[config.mk]
export PLATFORM = sky130hd
export DESIGN_NAME = mce_ctrl
export DESIGN_NICKNAME = d
export VERILOG_FILES = /design/src/rtl/mce_pkg.sv /design/src/rtl/mce_decide.sv /design/src/rtl/mce_save_regs.sv /design/src/rtl/mce_state.sv /design/src/rtl/mce_ctrl.sv
export SDC_FILE = /design/constraint.sdc
export NUM_CORES = 1
export LEC_CHECK = 0
export ABC_AREA = 1
export BUFFER_PORTS_ARGS = -buffer_cell sky130_fd_sc_hd__buf_4
export CAP_MARGIN = 25
export CORE_MARGIN = 1.5
export CORE_UTILIZATION = 48
export CTS_BUF_LIST = sky130_fd_sc_hd__clkbuf_16
export CTS_CLUSTER_SIZE = 8
export DETAILED_ROUTE_END_ITERATION = 8
export PLACE_DENSITY = 0.84
export SLEW_MARGIN = 5
export SYNTH_ARGS = -nofsm -noshare
export SYNTH_HDL_FRONTEND = slang
export SYNTH_SLANG_ARGS = --single-unit
export TNS_END_PERCENT = 100
[constraint.sdc]
create_clock -name clk_i -period 2.2 [get_ports clk_i]
set_input_delay 0.22 -clock clk_i [delete_from_list [all_inputs] [get_ports clk_i]]
set_output_delay 0.22 -clock clk_i [all_outputs]
set_load 0.01 [all_outputs]
[src/rtl/mce_pkg.sv]
package mce_pkg;
  localparam int unsigned XLEN = 32;

  typedef enum logic [2:0] {
    ACT_NONE = 3'b000,
    ACT_HNDL = 3'b001,
    ACT_CHK  = 3'b010,
    ACT_DBG  = 3'b100
  } act_e;

  typedef enum logic [1:0] {
    ST_RUN  = 2'd0,
    ST_CHK  = 2'd1,
    ST_DBG  = 2'd2
  } core_st_e;

  // big-endian bit n of a register lives at vector index XLEN-1-n
  function automatic int unsigned be_idx(input int unsigned n);
    return XLEN - 1 - n;
  endfunction

  localparam int unsigned ME_BIT = 19;
  localparam int unsigned TYPE_BIT = 1;
endpackage

[src/rtl/mce_decide.sv]
module mce_decide
  import mce_pkg::*;
(
  input  logic dbg_i,
  input  logic me_i,
  input  logic chk_dbg_i,
  input  logic mc_dbg_i,
  output act_e act_o
);
  always_comb begin
    if (!dbg_i)      act_o = me_i ? ACT_HNDL : ACT_CHK;
    else if (!me_i)  act_o = chk_dbg_i ? ACT_DBG : ACT_CHK;
    else             act_o = mc_dbg_i ? ACT_DBG : ACT_HNDL;
  end

  always_comb begin
    a_r1_onehot_decide: assert ($onehot(act_o));
  end
endmodule

[src/rtl/mce_save_regs.sv]
module mce_save_regs
  import mce_pkg::*;
#(
  parameter int unsigned W = XLEN
) (
  input  logic         clk_i,
  input  logic         rst_ni,
  input  logic         load_i,
  input  logic         fetch_i,
  input  logic [W-1:0] addr_i,
  input  logic [W-1:0] msr_i,
  output logic [W-1:0] srr0_o,
  output logic [W-1:0] srr1_o
);
  // keep-mask: big-endian bits 5:9 and 16:31 pass through from the state word
  localparam logic [W-1:0] KEEP = keep_mask();

  function automatic logic [W-1:0] keep_mask();
    logic [W-1:0] m;
    m = '0;
    for (int n = 5; n <= 9; n++) m[be_idx(n)] = 1'b1;
    for (int n = 16; n < int'(W); n++) m[be_idx(n)] = 1'b1;
    return m;
  endfunction

  logic [W-1:0] srr1_d;

  always_comb begin
    srr1_d = msr_i & KEEP;
    srr1_d[be_idx(TYPE_BIT)] = fetch_i;
  end

  always_ff @(posedge clk_i or negedge rst_ni) begin
    if (!rst_ni) begin
      srr0_o <= '0;
      srr1_o <= '0;
    end else if (load_i) begin
      srr0_o <= addr_i;
      srr1_o <= srr1_d;
    end
  end

  a_r10_hold_unloaded: assert property (@(posedge clk_i) disable iff (!rst_ni)
    !load_i |=> ($stable(srr0_o) && $stable(srr1_o)));
  a_r9_srr1_top_clear: assert property (@(posedge clk_i) disable iff (!rst_ni)
    load_i |=> (srr1_o[be_idx(0)] == 1'b0 && srr1_o[be_idx(2)] == 1'b0));
endmodule

[src/rtl/mce_state.sv]
module mce_state
  import mce_pkg::*;
(
  input  logic clk_i,
  input  logic rst_ni,
  input  logic err_i,
  input  act_e dec_i,
  input  logic release_i,
  output logic accept_o,
  output act_e act_o,
  output logic chk_o,
  output logic dbg_o,
  output logic rst_req_o
);
  core_st_e st_q, st_d;

  assign accept_o = err_i && (st_q == ST_RUN);

  always_comb begin
    st_d = st_q;
    unique case (st_q)
      ST_RUN: if (accept_o) begin
        if (dec_i == ACT_CHK)      st_d = ST_CHK;
        else if (dec_i == ACT_DBG) st_d = ST_DBG;
      end
      ST_DBG: if (release_i) st_d = ST_RUN;
      ST_CHK: st_d = ST_CHK;  // only reset leaves
      default: st_d = ST_RUN;
    endcase
  end

  always_ff @(posedge clk_i or negedge rst_ni) begin
    if (!rst_ni) begin
      st_q      <= ST_RUN;
      act_o     <= ACT_NONE;
      rst_req_o <= 1'b0;
    end else begin
      st_q      <= st_d;
      act_o     <= accept_o ? dec_i : ACT_NONE;
      rst_req_o <= accept_o && (dec_i == ACT_CHK);
    end
  end

  assign chk_o = (st_q == ST_CHK);
  assign dbg_o = (st_q == ST_DBG);

  a_r6_chk_sticky: assert property (@(posedge clk_i) disable iff (!rst_ni)
    chk_o |=> chk_o);
  a_r6_chk_no_act: assert property (@(posedge clk_i) disable iff (!rst_ni)
    (chk_o && err_i) |=> (act_o == ACT_NONE));
  a_r11_dbg_no_act: assert property (@(posedge clk_i) disable iff (!rst_ni)
    (dbg_o && err_i) |=> (act_o == ACT_NONE));
  a_r7_req_with_chk: assert property (@(posedge clk_i) disable iff (!rst_ni)
    rst_req_o |-> (act_o == ACT_CHK && chk_o));
  a_r7_req_pulse: assert property (@(posedge clk_i) disable iff (!rst_ni)
    rst_req_o |=> !rst_req_o);
  a_r1_act_pulse: assert property (@(posedge clk_i) disable iff (!rst_ni)
    (act_o != ACT_NONE) |=> (act_o == ACT_NONE || $past(err_i)));
endmodule

[src/rtl/mce_ctrl.sv]
module mce_ctrl
  import mce_pkg::*;
(
  input  logic        clk_i,
  input  logic        rst_ni,
  input  logic        err_valid_i,
  input  logic        err_fetch_i,
  input  logic [31:0] err_addr_i,
  input  logic [31:0] msr_i,
  input  logic        dbg_boot_i,
  input  logic        chk_dbg_en_i,
  input  logic        mc_dbg_en_i,
  input  logic        dbg_release_i,
  output logic [2:0]  action_o,
  output logic [31:0] srr0_o,
  output logic [31:0] srr1_o,
  output logic        checkstop_o,
  output logic        debug_o,
  output logic        rst_req_o
);
  logic armed_q, dbg_q, dbg_eff, accept;
  act_e dec, act_q;

  // capture the debug flag on the first edge after reset release
  always_ff @(posedge clk_i or negedge rst_ni) begin
    if (!rst_ni) begin
      armed_q <= 1'b0;
      dbg_q   <= 1'b0;
    end else if (!armed_q) begin
      armed_q <= 1'b1;
      dbg_q   <= dbg_boot_i;
    end
  end

  assign dbg_eff = armed_q ? dbg_q : dbg_boot_i;

  mce_decide u_decide (
    .dbg_i     (dbg_eff),
    .me_i      (msr_i[be_idx(ME_BIT)]),
    .chk_dbg_i (chk_dbg_en_i),
    .mc_dbg_i  (mc_dbg_en_i),
    .act_o     (dec)
  );

  mce_state u_state (
    .clk_i     (clk_i),
    .rst_ni    (rst_ni),
    .err_i     (err_valid_i),
    .dec_i     (dec),
    .release_i (dbg_release_i),
    .accept_o  (accept),
    .act_o     (act_q),
    .chk_o     (checkstop_o),
    .dbg_o     (debug_o),
    .rst_req_o (rst_req_o)
  );

  mce_save_regs #(.W(32)) u_save (
    .clk_i   (clk_i),
    .rst_ni  (rst_ni),
    .load_i  (accept && dec == ACT_HNDL),
    .fetch_i (err_fetch_i),
    .addr_i  (err_addr_i),
    .msr_i   (msr_i),
    .srr0_o  (srr0_o),
    .srr1_o  (srr1_o)
  );

  assign action_o = act_q;

  a_r5_flag_held: assert property (@(posedge clk_i) disable iff (!rst_ni)
    armed_q |=> $stable(dbg_q));
  a_r2_nodbg_me0: assert property (@(posedge clk_i) disable iff (!rst_ni)
    (accept && !dbg_eff && !msr_i[12]) |=> (action_o == 3'b010));
  a_r2_nodbg_me1: assert property (@(posedge clk_i) disable iff (!rst_ni)
    (accept && !dbg_eff && msr_i[12]) |=> (action_o == 3'b001));
  a_r3_dbg_me0: assert property (@(posedge clk_i) disable iff (!rst_ni)
    (accept && dbg_eff && !msr_i[12]) |=> (action_o == (chk_dbg_en_i ? 3'b100 : 3'b010)));
  a_r4_dbg_me1: assert property (@(posedge clk_i) disable iff (!rst_ni)
    (accept && dbg_eff && msr_i[12]) |=> (action_o == (mc_dbg_en_i ? 3'b100 : 3'b001)));
  a_r8_srr0_load: assert property (@(posedge clk_i) disable iff (!rst_ni)
    (accept && dec == ACT_HNDL) |=> (srr0_o == $past(err_addr_i)));
  a_r1_out_onehot0: assert property (@(posedge clk_i) disable iff (!rst_ni)
    $onehot0(action_o));
endmodule

==> results.rst <==
.. list-table::
   :header-rows: 1

   * - Metric
     - Value
   * - Status
     - complete, but fails checks
   * - Failing checks
     - hold timing
   * - Inserted Clock Buffers
     - 9
   * - Share of the yosys chip area belonging to registers
     - 57.4%
   * - TritonCTS clock tree
     - built
   * - Switching portion of total power
     - 33.6%
   * - Total setup buffers inserted after CTS
     - 0
   * - Max Buffers Root-to-Sink
     - 2
   * - Final standard cell utilization of the core
     - 69.1%
   * - Top-level I/O count
     - roughly 140
   * - Synthesized area
     - 2710 sq um
   * - Critical-path top delay cell
     - nand3_4
   * - Wire per inst
     - 13.6 um
   * - P&R area growth vs syn
     - 39.8%
   * - Die span in y
     - 78.1 um
   * - Initial DRT Pass Iterations
     - 4
   * - Crit path launch
     - armed_q$_DFF_PN0_
   * - Most used cell, CP
     - nand2_1
   * - Via/cell ratio
     - 5.04
   * - Startpoint of the worst register-to-register path
     - armed_q$_DFF_PN0_
   * - Synthesized instance count
     - a little under 300
   * - Antenna violations before repair
     - 0
   * - Fin Setup TNS
     - 0 ns
   * - Critical Path, Cell by Cell
     - inv_1 > nand2_1 > nand3_2 > nand3_4 > nand2_1 > nand2_1
   * - DRC
     - 0
   * - Via count of the first global-routing pass
     - 2300
   * - I/O Buffers
     - 120
   * - # clock sinks
     - 62
   * - Average footprint of a synthesized cell
     - 9.17 sq um
   * - Largest net degree at the start of global routing
     - 63
   * - Combinational fraction of design power
     - 36.5%
   * - Highest-count cells in the layout ignoring fill and taps
     - 123 x buf_4, 118 x nand2_1, 62 x dfrtp_1
   * - Number of nets at the end of the flow
     - 478
   * - Die width
     - between 70 and 80 um
   * - Post-cts repair resize count
     - 0
   * - Total length of routed wires
     - 6.59 mm
   * - Setup repair after global routing missed its margin
     - no
   * - Internal Dissipation
     - 3230 uW
   * - Hold slack
     - -0.0117 ns
   * - Number of synthesized register bits
     - 62
   * - Yosys warnings
     - 0
   * - Type of the worst setup path
     - reg -> reg
   * - PD cells
     - 1280 nW/um^2
   * - Post-route total power
     - 4860 uW
   * - Crit path launch type
     - register
   * - Max Freq
     - 551 MHz
   * - DP Wirelength
     - 4.39 mm
   * - Count of final setup violators
     - 0
   * - Final hold violation count
     - 34
   * - Fraction of layout instances using a drive strength above 1
     - about 35%
   * - GRT Overall Usage
     - 23.1%
   * - Global-route wire length before repair
     - 10.9 mm
   * - Clk_skew
     - 0.00512 ns
   * - Sum of overflow across all layers after global routing
     - 0
   * - Critical path arrival
     - around 2 ns
   * - Post-cts hold buffer count
     - 0
   * - Top Family by Delay on Critical Path
     - simple AND/OR/NAND/NOR gates
   * - Number of distinct library cell variants in the gate-level netlist after synthesis
     - 19
   * - Global placement routability congestion
     - 0.778
   * - Critical Path Sink Type
     - register
   * - Worst min-delay path class
     - in -> async
   * - Pre-CTS WS
     - 0.277 ns
   * - Post-route minimum period
     - about 1.8 ns
   * - Vias
     - 2433
   * - Minimum setup slack among reg-to-reg paths
     - 0.39 ns
   * - Number of inserted filler cells in the final layout
     - between 400 and 500
   * - Max-slew violation count
     - 0
   * - Clock network power share
     - 24.3%
   * - Count of H-tree levels built during CTS
     - 3
   * - VDD IR max
     - 0.763 mV
   * - Buffering stage count on the worst path with inverters included
     - 1
   * - Slew margin rel.
     - 49.4%
   * - CP peak stage delay
     - 0.56 ns
   * - Required time of the critical path
     - roughly 2.4 ns
   * - 1st-iter DRT viols
     - 216
   * - Area enclosed by the die boundary
     - roughly 6100 sq um
   * - Setup ws final
     - 0.385 ns
   * - Final period util
     - 82.5%
   * - Leakage power figure
     - 0.00212 uW
   * - Clock insertion delay at the later pin of the skew report
     - 0.31 ns
   * - Sequential Power Share
     - 39.2%
   * - Area inside the core boundary
     - 5470 sq um
   * - Critical Path Fanout Max
     - 55
   * - Net switching power
     - roughly 1600 uW
   * - Antenna cells
     - 0
   * - Standard-cell row count
     - 27
   * - Clock root cell
     - clkbuf_16
   * - Reported max-cap violation count
     - 0
   * - Clock-pin slew reported for the worst setup and hold paths after clock tree synthesis
     - 0.05 ns
   * - Most common library cell in the layout ignoring fill and taps
     - buf_4
   * - Number of nets still failing antenna checks after routing
     - 0
   * - Starting density of the core
     - 49.4%
   * - Transition time at the pin with the least slew margin
     - ~0.76 ns
-- flip-flops by register name, summed over array words and instances (netlist names) --
| signal | cells |
|---|---|
| armed_q | 1 |
| u_state.st_q | 2 |
| dbg_q | 1 |
| u_state.act_o | 3 |
| u_save.srr1_o | 22 |
| u_save.srr0_o | 32 |
| u_state.rst_req_o | 1 |
-- metrics by stage --
step | instance area, sq um | cells | hold WS, ns
after floorplan | 2740 | 304 | -0.0756
after global placement | 3520 | 467 | 0.338
after detailed placement | 3520 | 467 | 0.346
after CTS | 3780 | 483 | 0.00861
after global routing | 3780 | 483 | 0.0350
final | 3780 | 483 | -0.0117
-- power by group through the flow --
stage	sequential [uW]	clock [uW]	combinational, uW
6_report	1900	1180	1770
5_1_grt	1960	1280	1950
4_1_cts	1900	1210	1790
3_5_place_dp	1900	0	1790
3_3_place_gp	1890	0	1740
2_1_floorplan	2110	0	606
-- cells in the mapped netlist, drive strengths merged --
| master | count | area share (%) |
|---|---|---|
| nand4 | 53 | 12 |
| inv | 12 | 1.8 |
| nand3 | 5 | 1.6 |
| nand2 | 119 | 17 |
| clkbuf | 3 | 0.42 |
| or2 | 1 | 0.23 |
| dfrtp | 62 | 57 |
| buf | 29 | 8.0 |
| nor2 | 5 | 0.79 |
| conb | 2 | 0.28 |
| o21ai | 2 | 0.37 |
| a21oi | 2 | 0.37 |
-- kinds of logic after synthesis --
kind of cell    count (synthesis)  synth area share (%)
simple gates                  183                  31.5
other cells                     2                 0.278
flops                          62                  57.4
buf+inv                        44                  10.2
compound gates                  4                 0.740
-- worst register-to-register path, stage by stage, from the launching register on --
cell     delay, ns
dfrtp_1       0.38
inv_1         0.07
nand2_1       0.06
nand3_2       0.29
nand3_4       0.56
nand2_1       0.26
nand2_1       0.07
-- metal layers --
| layer | global-route usage (%) | up-vias | wire length, um |
|---|---|---|---|
| met5 | 0 | - | 0 |
| met4 | 7.50 | 0 | 80 |
| met3 | 7.79 | 6 | 425 |
| met2 | 37.6 | 96 | 3320 |
| met1 | 29.1 | 1147 | 2760 |
| li1 | - | 1184 | - |
-- final cells by class --
cell class | instances | area (sq um) | share of cell area, %
well taps | 72 | 90.1 | 2.38
flip-flops and latches | 62 | 1550 | 41.0
inverters | 12 | 47.5 | 1.26
clock buffers | 9 | 225 | 5.96
repair buffers | 123 | 923 | 24.4
clock inverters | 7 | 31.3 | 0.827
multi-input cells | 198 | 912 | 24.1
-- final timing paths --
path                                                      end  cells after the start
worst max-delay path             u_save.srr0_o[1]$_DFFE_PN0P_                      6
worst min-delay path              u_state.st_q[0]$_DFFE_PN0P_                      1
worst max register to register   u_save.srr0_o[1]$_DFFE_PN0P_                      6
worst min register to register  u_save.srr0_o[12]$_DFFE_PN0P_                      2
max in group asynchronous       u_save.srr1_o[13]$_DFFE_PN0P_                      1
min in group clk_i                            dbg_q$_DFF_PN0_                      3
(Power assumes the default switching activity.)
